File: src/rtl/uart_regs_pkg.sv
package uart_regs_pkg;
  localparam int unsigned BUS_W  = 32;
  localparam int unsigned BYTE_W = 8;
  localparam int unsigned IDX_W  = 3;
  localparam int unsigned IEN_W  = 4;

  localparam logic [IDX_W-1:0] IDX_DATA = 3'd0;
  localparam logic [IDX_W-1:0] IDX_IEN  = 3'd1;
  localparam logic [IDX_W-1:0] IDX_IID  = 3'd2;
  localparam logic [IDX_W-1:0] IDX_LCTL = 3'd3;
  localparam logic [IDX_W-1:0] IDX_MCTL = 3'd4;
  localparam logic [IDX_W-1:0] IDX_LSTS = 3'd5;
  localparam logic [IDX_W-1:0] IDX_MSTS = 3'd6;

  typedef struct packed {
    logic dataRd;
    logic dataWr;
    logic ienWr;
    logic lctlWr;
    logic mctlWr;
    logic lstsRd;
  } strobes_t;
endpackage

File: src/rtl/uart_regs_ctrl.sv
module uart_regs_ctrl
  import uart_regs_pkg::*;
(
  input  logic [IDX_W-1:0]  idx,
  input  logic              busRd,
  input  logic              busWr,
  input  logic [BYTE_W-1:0] lsts,
  input  logic [IEN_W-1:0]  ien,
  input  logic [BYTE_W-1:0] msts,
  output strobes_t          stb,
  output logic [2:0]        iid,
  output logic              irq
);
  always_comb begin
    stb        = '0;
    stb.dataRd = busRd && (idx == IDX_DATA);
    stb.lstsRd = busRd && (idx == IDX_LSTS);
    stb.dataWr = busWr && (idx == IDX_DATA);
    stb.ienWr  = busWr && (idx == IDX_IEN);
    stb.lctlWr = busWr && (idx == IDX_LCTL);
    stb.mctlWr = busWr && (idx == IDX_MCTL);
  end

  logic lineHit, rxHit, txHit, modemHit;
  assign lineHit  = (|lsts[4:1]) && ien[2];
  assign rxHit    = lsts[0] && ien[0];
  assign txHit    = lsts[5] && ien[1];
  assign modemHit = (|msts[3:0]) && ien[3];

  always_comb begin
    if (lineHit)       iid = 3'b110;
    else if (rxHit)    iid = 3'b100;
    else if (txHit)    iid = 3'b010;
    else if (modemHit) iid = 3'b000;
    else               iid = 3'b001;
  end

  assign irq = lineHit || rxHit || txHit || modemHit;
endmodule

File: src/rtl/uart_regs_dp.sv
module uart_regs_dp
  import uart_regs_pkg::*;
(
  input  logic              clk,
  input  logic              rstN,
  input  strobes_t          stb,
  input  logic [IDX_W-1:0]  idx,
  input  logic              busRd,
  input  logic [BUS_W-1:0]  busWdata,
  input  logic [2:0]        iid,
  input  logic              rxValid,
  input  logic [BYTE_W-1:0] rxByte,
  input  logic              parityErr,
  input  logic              frameErr,
  input  logic              breakErr,
  input  logic [BYTE_W-1:0] modemStat,
  output logic [BUS_W-1:0]  busRdata,
  output logic              txValid,
  output logic [BYTE_W-1:0] txByte,
  output logic [BYTE_W-1:0] lsts,
  output logic [IEN_W-1:0]  ien,
  output logic [BYTE_W-1:0] msts
);
  logic [BYTE_W-1:0] rxHold, lctl, mctl;
  logic dataReady, overrun, parityF, frameF, breakF;
  logic accept, ovf;

  assign accept = rxValid && (!dataReady || stb.dataRd);
  assign ovf    = rxValid && dataReady && !stb.dataRd;
  assign lsts   = {1'b0, 1'b1, 1'b1, breakF, frameF, parityF, overrun, dataReady};

  always_ff @(posedge clk) begin
    if (!rstN) begin
      rxHold    <= '0;
      lctl      <= '0;
      mctl      <= '0;
      ien       <= '0;
      msts      <= '0;
      dataReady <= 1'b0;
      overrun   <= 1'b0;
      parityF   <= 1'b0;
      frameF    <= 1'b0;
      breakF    <= 1'b0;
      txValid   <= 1'b0;
      txByte    <= '0;
    end else begin
      msts <= modemStat;
      if (accept) begin
        rxHold    <= rxByte;
        dataReady <= 1'b1;
      end else if (stb.dataRd) begin
        dataReady <= 1'b0;
      end
      overrun <= (overrun && !stb.lstsRd) || ovf;
      parityF <= (parityF && !stb.lstsRd) || parityErr;
      frameF  <= (frameF  && !stb.lstsRd) || frameErr;
      breakF  <= (breakF  && !stb.lstsRd) || breakErr;
      if (stb.ienWr)  ien  <= busWdata[IEN_W-1:0];
      if (stb.lctlWr) lctl <= busWdata[BYTE_W-1:0];
      if (stb.mctlWr) mctl <= busWdata[BYTE_W-1:0];
      txValid <= stb.dataWr;
      if (stb.dataWr) txByte <= busWdata[BYTE_W-1:0];
    end
  end

  always_comb begin
    busRdata = '0;
    if (busRd) begin
      case (idx)
        IDX_DATA: busRdata[BYTE_W-1:0] = rxHold;
        IDX_IEN:  busRdata[IEN_W-1:0]  = ien;
        IDX_IID:  busRdata[2:0]        = iid;
        IDX_LCTL: busRdata[BYTE_W-1:0] = lctl;
        IDX_MCTL: busRdata[BYTE_W-1:0] = mctl;
        IDX_LSTS: busRdata[BYTE_W-1:0] = lsts;
        IDX_MSTS: busRdata[BYTE_W-1:0] = msts;
        default:  busRdata = '0;
      endcase
    end
  end
endmodule

File: src/rtl/uart_regs.sv
module uart_regs
  import uart_regs_pkg::*;
#(
  parameter int unsigned ADDR_W = 5
) (
  input  logic              clk,
  input  logic              rstN,
  input  logic [ADDR_W-1:0] busAddr,
  input  logic              busWr,
  input  logic              busRd,
  input  logic [BUS_W-1:0]  busWdata,
  output logic [BUS_W-1:0]  busRdata,
  input  logic              rxValid,
  input  logic [BYTE_W-1:0] rxByte,
  output logic              rxReady,
  output logic              txValid,
  output logic [BYTE_W-1:0] txByte,
  input  logic              parityErr,
  input  logic              frameErr,
  input  logic              breakErr,
  input  logic [BYTE_W-1:0] modemStat,
  output logic              irq
);
  localparam int unsigned IDX_LO = 2;

  logic [IDX_W-1:0]  idx;
  strobes_t          stb;
  logic [2:0]        iid;
  logic [BYTE_W-1:0] lsts, msts;
  logic [IEN_W-1:0]  ien;

  assign idx     = busAddr[IDX_LO +: IDX_W];
  assign rxReady = !lsts[0];

  uart_regs_ctrl u_ctrl (
    .idx(idx), .busRd(busRd), .busWr(busWr), .lsts(lsts), .ien(ien),
    .msts(msts), .stb(stb), .iid(iid), .irq(irq)
  );

  uart_regs_dp u_dp (
    .clk(clk), .rstN(rstN), .stb(stb), .idx(idx), .busRd(busRd),
    .busWdata(busWdata), .iid(iid), .rxValid(rxValid), .rxByte(rxByte),
    .parityErr(parityErr), .frameErr(frameErr), .breakErr(breakErr),
    .modemStat(modemStat), .busRdata(busRdata), .txValid(txValid),
    .txByte(txByte), .lsts(lsts), .ien(ien), .msts(msts)
  );
endmodule

File: config.mk
export PLATFORM = sky130hd
export DESIGN_NAME = uart_regs
export DESIGN_NICKNAME = d
export VERILOG_FILES = /design/src/rtl/uart_regs_pkg.sv /design/src/rtl/uart_regs_ctrl.sv /design/src/rtl/uart_regs_dp.sv /design/src/rtl/uart_regs.sv
export SDC_FILE = /design/constraint.sdc
export NUM_CORES = 1
export LEC_CHECK = 0
export BUFFER_PORTS_ARGS = -buffer_cell sky130_fd_sc_hd__buf_2
export CAP_MARGIN = 30
export CORE_MARGIN = 3
export CORE_UTILIZATION = 50
export DETAILED_ROUTE_END_ITERATION = 7
export HOLD_SLACK_MARGIN = 0.05
export PLACE_DENSITY = 0.83
export SLEW_MARGIN = 20
export SYNTH_ARGS = -nofsm -noshare
export SYNTH_HDL_FRONTEND = slang
export SYNTH_SLANG_ARGS = --single-unit
File: constraint.sdc
create_clock -name clk -period 4.1 [get_ports clk]
set_input_delay 0.615 -clock clk [delete_from_list [all_inputs] [get_ports clk]]
set_output_delay 0.615 -clock clk [all_outputs]
set_load 0.01 [all_outputs]
==> results of run 1 <==
[worst register-to-register path, delay by kind of cell, from the launching register on]
family | cells | cell delay, ns
multiplexers | 1 | 0.23
AO/OA/AOI/OAI | 1 | 0.35
buffers and inverters | 1 | 0.11
AND/OR/NAND/NOR | 1 | 0.07
flip-flops | 1 | 0.39
[path summary, 6_finish.rpt]
path	end	slack (ns)
max	busRdata[1]	1.10
min	u_dp.txByte[2]	0.45
max reg2reg	u_dp.rxHold[4]	2.84
min reg2reg	u_dp.txByte[2]	0.45
[logic make-up after synthesis]
group / Yosys count
buffers and inverters: 44
and+or+nand+nor: 110
DFF: 50
other: 1
muxes: 18
AOI/OAI and AO/OA: 64
[report_power, final]
group          internal, mW  switching (mW)
combinational        0.0532          0.0756
sequential            0.504          0.0129
clock                 0.260           0.165
[metal layers]
metal / global-route usage [%] / part of all wire [%] / vias to the layer above
li1: - / - / 1019
met1: 24.5 / 42 / 969
met2: 34.1 / 49 / 89
met3: 4.93 / 7.8 / 6
met4: 5.87 / 1.2 / 0
met5: 0 / 0 / -
[state kept, by name, indices dropped and copies added, names as in the netlist]
signal	flops
u_dp.msts	8
u_dp.mctl	8
u_dp.breakF	1
u_dp.dataReady	1
u_dp.ien	4
u_dp.lctl	8
u_dp.txValid	1
u_dp.overrun	1
u_dp.parityF	1
u_dp.rxHold	8
u_dp.txByte	8
u_dp.frameF	1
[per-stage QoR]
step	hold WS [ns]	power, mW	util (%)	area, µm²	std cells
detailed placement	0.443	0.655	56.1	2700	391
CTS	0.456	1.08	59.0	2840	399
global placement	0.440	0.651	56.1	2700	391
finish	0.452	1.07	59.0	2840	399
global route	0.471	1.11	59.0	2840	399
floorplan	0.431	0.632	-	2630	310
[synthesized netlist by cell type, types with 2 or more instances]
| master | n | area share [%] |
|---|---|---|
| nand2_1 | 57 | 8.4 |
| dfxtp_1 | 50 | 39 |
| buf_4 | 25 | 7.4 |
| a21boi_1 | 24 | 7.1 |
| nor2b_1 | 20 | 4.9 |
| mux2i_1 | 16 | 6.3 |
| a21oi_1 | 8 | 1.6 |
| and2_1 | 8 | 2.0 |
| nor2_1 | 7 | 1.0 |
| buf_2 | 5 | 0.98 |
| clkbuf_1 | 5 | 0.74 |
| a22o_1 | 4 | 1.4 |
| and3_1 | 4 | 0.98 |
| buf_6 | 4 | 1.8 |
| inv_1 | 4 | 0.59 |
| nand3_1 | 4 | 0.79 |
| a221oi_1 | 3 | 1.0 |
| a22oi_1 | 3 | 0.89 |
| a311oi_1 | 3 | 1.0 |
| nand2b_1 | 2 | 0.49 |
| nor2_2 | 2 | 0.49 |
| o21a_1 | 2 | 0.59 |
| o21ai_1 | 2 | 0.39 |
[area by class of cell]
type / instances / area (µm²) / area share [%]
clock buffers: 6 / 82.6 / 2.90
clock inverters: 2 / 60.1 / 2.11
inverters: 5 / 18.8 / 0.660
multi-input cells: 216 / 1330 / 46.8
flip-flops and latches: 50 / 1000 / 35.2
well taps: 67 / 83.8 / 2.95
repair buffers: 53 / 265 / 9.33
==> impl_results.md, run 1 <==
- Status: finished, final reports clean
- Hold Vio Cnt, Final: 0
- Effective utilization at floorplan: 52.8%
- CP Data Required Time: 3.48 ns
- Most frequent CP cell: buf_2
- Port-buffer cells: 53
- CTS buffer count: 5
- Clk Latency, worst-skew pair: 0.31 ns
- Fraction of layout cells with a size suffix above 1: 21.7%
- Startpoint types: primary input
- Syn-to-layout area delta: 11.9%
- Cell depth of the worst flop-to-flop path: 4
- Final worst setup slack: 1.10 ns
- Antenna diode count: 0
- Vias: 2,083
- Max Cap Viol: 0
- Chip Height: 77.3 µm
- Post-synth EDFFs: 0
- Post-Syn Area per Cell: 8.85 µm²
- Count of final setup violators: 0
- CP Class: in -> out
- Core area: 4820 µm²
- Syn Inst Count: 287
- Final Max Tran Viols: 0
- GPL Wtd Cong: 0.922
- Worst hold path cell count: 2
- Hold_sp: u_dp.txByte[2]
- Worst Setup SP: busAddr[4]
- Reg clk slew, reported paths: 0.09 ns
- Clk root buf: clkbuf_8
- Crit. End Element: output port
- Worst slew pin tran: 0.707 ns
- # rows: 25
- Postcts setup bufs: 0
- Post-synthesis mux area share: 7.34%
- Post-synthesis compound-gate area fraction: 20.1%
- Die area: 5970 µm²
- Fraction of registers with async set/reset: 0%
- Register area share after synthesis: 39.4%
- DRT antenna net count: 0
- DR iter-0 viols: 188
- Post-Place Worst Slack: 1.11 ns
- Critical-path top delay cell: nor2b_1
- Most common cell after layout, fill and taps aside: nand2_1
- Post-synth top flop: dfxtp_1
- Via/cell ratio: 5.22
- Antenna violations before repair: 0
- Simple-gate area share of the yosys netlist: 21.4%
- Largest family of logic cells by synthesized area: simple AND/OR/NAND/NOR gates
- Global-route wire length before repair: 9460 µm
- Slowest stage delay, CP: 0.58 ns
- Post-synthesis cell area: 2540 µm²
- Synth Area in Adders: 0%
- Hold WC Path Type: reg -> reg
- Fmax: 0.334 GHz
- Final nets: 392
- Final WL: 5800 µm
- Post_cts resized: 0
- CTS tree: yes
- Vias in the first global route: 1,977
- GR Util All Layers: 19.9%
- Setup Skew: 0.00550 ns
- CP max FO: 25
- Filler cells: 440
- Setup TNS: 0 ns
- CTS max path bufs: 2
- RSZ-0062 raised after global routing: false
- Worst vdd ir: 262 µV
- Most frequent cells in the layout: nand2_1, buf_2, dfxtp_1, a21boi_1, conb_1
- Yosys warnings: 0
- WL per Instance: 14.5 µm
- Remaining routing DRC violations: 0
- Post-route minimum period: 3.00 ns
- Worst r2r src: u_dp.dataReady
- H-tree lvl count: 2
- WP depth: 6
- Worst relative slew slack: 52.9%
- Crit-path cells: buf_2 -> nor2b_1 -> a22o_1 -> a221oi_2 -> o32ai_2 -> buf_2
- Dpl hpwl: 4140 µm
- Boundary Pins: 104
- Largest net degree at the start of global routing: 51
- Hold buffer count at cts: 0
- Netlist cell types: 48
- Fin crit share: 73.1%
- CP delay by family, top: compound AO/OA/AOI/OAI gates
- #FFs+latches synth: 50
- XOR/XNOR Fraction of Synth Area: 0%
- Crit path DAT: 2.38 ns
- Bufs and invs on worst path: 2
- Pre-Repair DR Iteration Count: 4
- Pleak: 1.22 nW
- Pwr Density: 377 nW/µm²
- Clk sinks: 50
- Die W: 77.3 µm
- Gr ovfl total: 0
Power figures use the tool's default switching activity.
==> run 2: changes to the inputs <==
Settings changed: CORE_UTILIZATION 50 to 48, PLACE_DENSITY 0.83 to 0.8.
Clock period 4.1 ns to 2.76 ns, I/O delays scaled along.
==> run 2 against run 1 <==
Compared with the run above: power is 29% higher; register-to-register slack got worse by 1.4 ns; setup slack worse by 0.67 ns; clock skew is 0.0027 ns higher; via count down 0.72%; final area down 1.1%; flip-flop and latch count stayed put; count of clock-buffer cells in the layout unchanged; clock power decreased by 2%; final cell count up 0.50%; worst hold slack lost 0.13 ns; sequential share of layout area grew 0.38 points; largest cell class unchanged.
==> impl_results.md, run 2 (same netlist as run 1, synthesis figures left out) <==
- Status: finished, final reports clean
- Setup TNS: 0 ns
- Crit. End Element: output port
- DRT antenna net count: 0
- Vias: 2,068
- RSZ-0062 raised after global routing: false
- Via/cell ratio: 5.16
- Final core occ: 57.3%
- WL per Instance: 14.4 µm
- Dpl hpwl: 4270 µm
- Reg clk slew, reported paths: 0.09 ns
- Register area: 1000 µm²
- Filler cells: 473
- H-tree lvl count: 2
- Postcts setup bufs: 0
- Setup Skew: 0.00816 ns
- Core area: 4910 µm²
- Clk pwr share: 30.2%
- Worst relative slew slack: 53.4%
- Largest net degree at the start of global routing: 51
- Clk sinks: 50
- Gr ovfl total: 0
- CTS buffer count: 5
- CTS max path bufs: 2
- Sequential share of power: 55.5%
- CTS tree: yes
- Antenna diode count: 0
- Max Cap Viol: 0
- Worst slew pin tran: 0.699 ns
- Fraction of layout cells with a size suffix above 1: 22.2%
- Remaining routing DRC violations: 0
- CP Data Required Time: 2.35 ns
- Switch Pwr: 0.356 mW
- Die W: 78.8 µm
- DR iter-0 viols: 222
- Boundary Pins: 104
- Pwr Density: 491 nW/µm²
- Switching share of power: 25.8%
- Pre-Repair DR Iteration Count: 4
- Most common cell after layout, fill and taps aside: nand2_1
- Antenna violations before repair: 0
- Clk root buf: clkbuf_8
- Crit path DAT: 1.91 ns
- Effective utilization at floorplan: 51.7%
- Hold Vio Cnt, Final: 0
- Port-buffer cells: 53
- GPL Wtd Cong: 0.878
- Startpoint types: primary input
- Hold buffer count at cts: 0
- Syn-to-layout area delta: 10.7%
- Die area: 6200 µm²
- # rows: 25
- Fin crit share: 84.3%
- Fmax: 0.430 GHz
- Final Max Tran Viols: 0
- Hold WC Path Type: in -> reg
- Vias in the first global route: 1,952
- Count of final setup violators: 0
- Worst vdd ir: 262 µV
- Multi-input logic area: 1330 µm²
- Cell-internal power: 1.02 mW
- Comb power frac: 14.2%
- CP max FO: 13
- Global-route wire length before repair: 9330 µm
- Clk Latency, worst-skew pair: 0.30 ns
- GR Util All Layers: 18.8%
- Chip Height: 78.8 µm
- Cell depth of the worst flop-to-flop path: 4
- Most frequent cells in the layout: nand2_1, buf_2, dfxtp_1, a21boi_1, conb_1
- Post_cts resized: 0
- CP Class: in -> out
- Post-route minimum period: 2.33 ns
- Final nets: 396
- Worst hold path cell count: 2
- Final WL: 5760 µm
- Pleak: 1.21 nW
-- run 2: power by group through the flow --
stage / clock network [mW] / registers [mW] / logic (mW)
floorplan: 0 / 0.778 / 0.161
global placement: 0 / 0.783 / 0.190
detailed placement: 0 / 0.784 / 0.194
CTS: 0.430 / 0.767 / 0.195
global route: 0.454 / 0.771 / 0.218
finish: 0.418 / 0.767 / 0.197
-- run 2: cell type report --
cell class | count | share of cell area, %
clock buffers | 6 | 2.94
inverters | 5 | 0.667
multi-input cells | 216 | 47.3
flip-flops and latches | 50 | 35.6
well taps | 67 | 2.98
repair buffers | 57 | 10.5
-- run 2: path summary, 6_finish.rpt --
kind	from	to	slack, ns
worst min-delay path	modemStat[1]	u_dp.msts[1]	0.32
worst max-delay path	busAddr[2]	busRdata[1]	0.43
worst max register to register	u_dp.dataReady	u_dp.rxHold[6]	1.48
worst min register to register	u_dp.txByte[2]	u_dp.txByte[2]	0.45
-- run 2: per-stage QoR --
stage          setup WS, ns  hold slack, ns  area [µm²]  total power [mW]  cells
2_1_floorplan         0.961           0.431        2630             0.939    310
3_3_place_gp          0.503           0.440        2730             0.974    395
3_5_place_dp          0.471           0.442        2730             0.978    395
4_1_cts               0.470           0.314        2810              1.39    401
5_1_grt               0.348           0.320        2810              1.44    401
6_report              0.434           0.322        2810              1.38    401
-- run 2: worst max-delay path: stages --
cell      delay (ns)
buf_2           0.25
nor2b_1         0.36
buf_4           0.21
a22o_1          0.17
a221oi_2        0.09
o32ai_2         0.24
buf_2           0.18
-- run 2: routing by layer --
layer	wire length, µm	GRT usage (%)	up-vias
met1	2460	24.5	947
met4	116	7.17	0
met5	0	0	-
li1	-	-	1026
met3	442	2.72	13
met2	2740	31.5	82
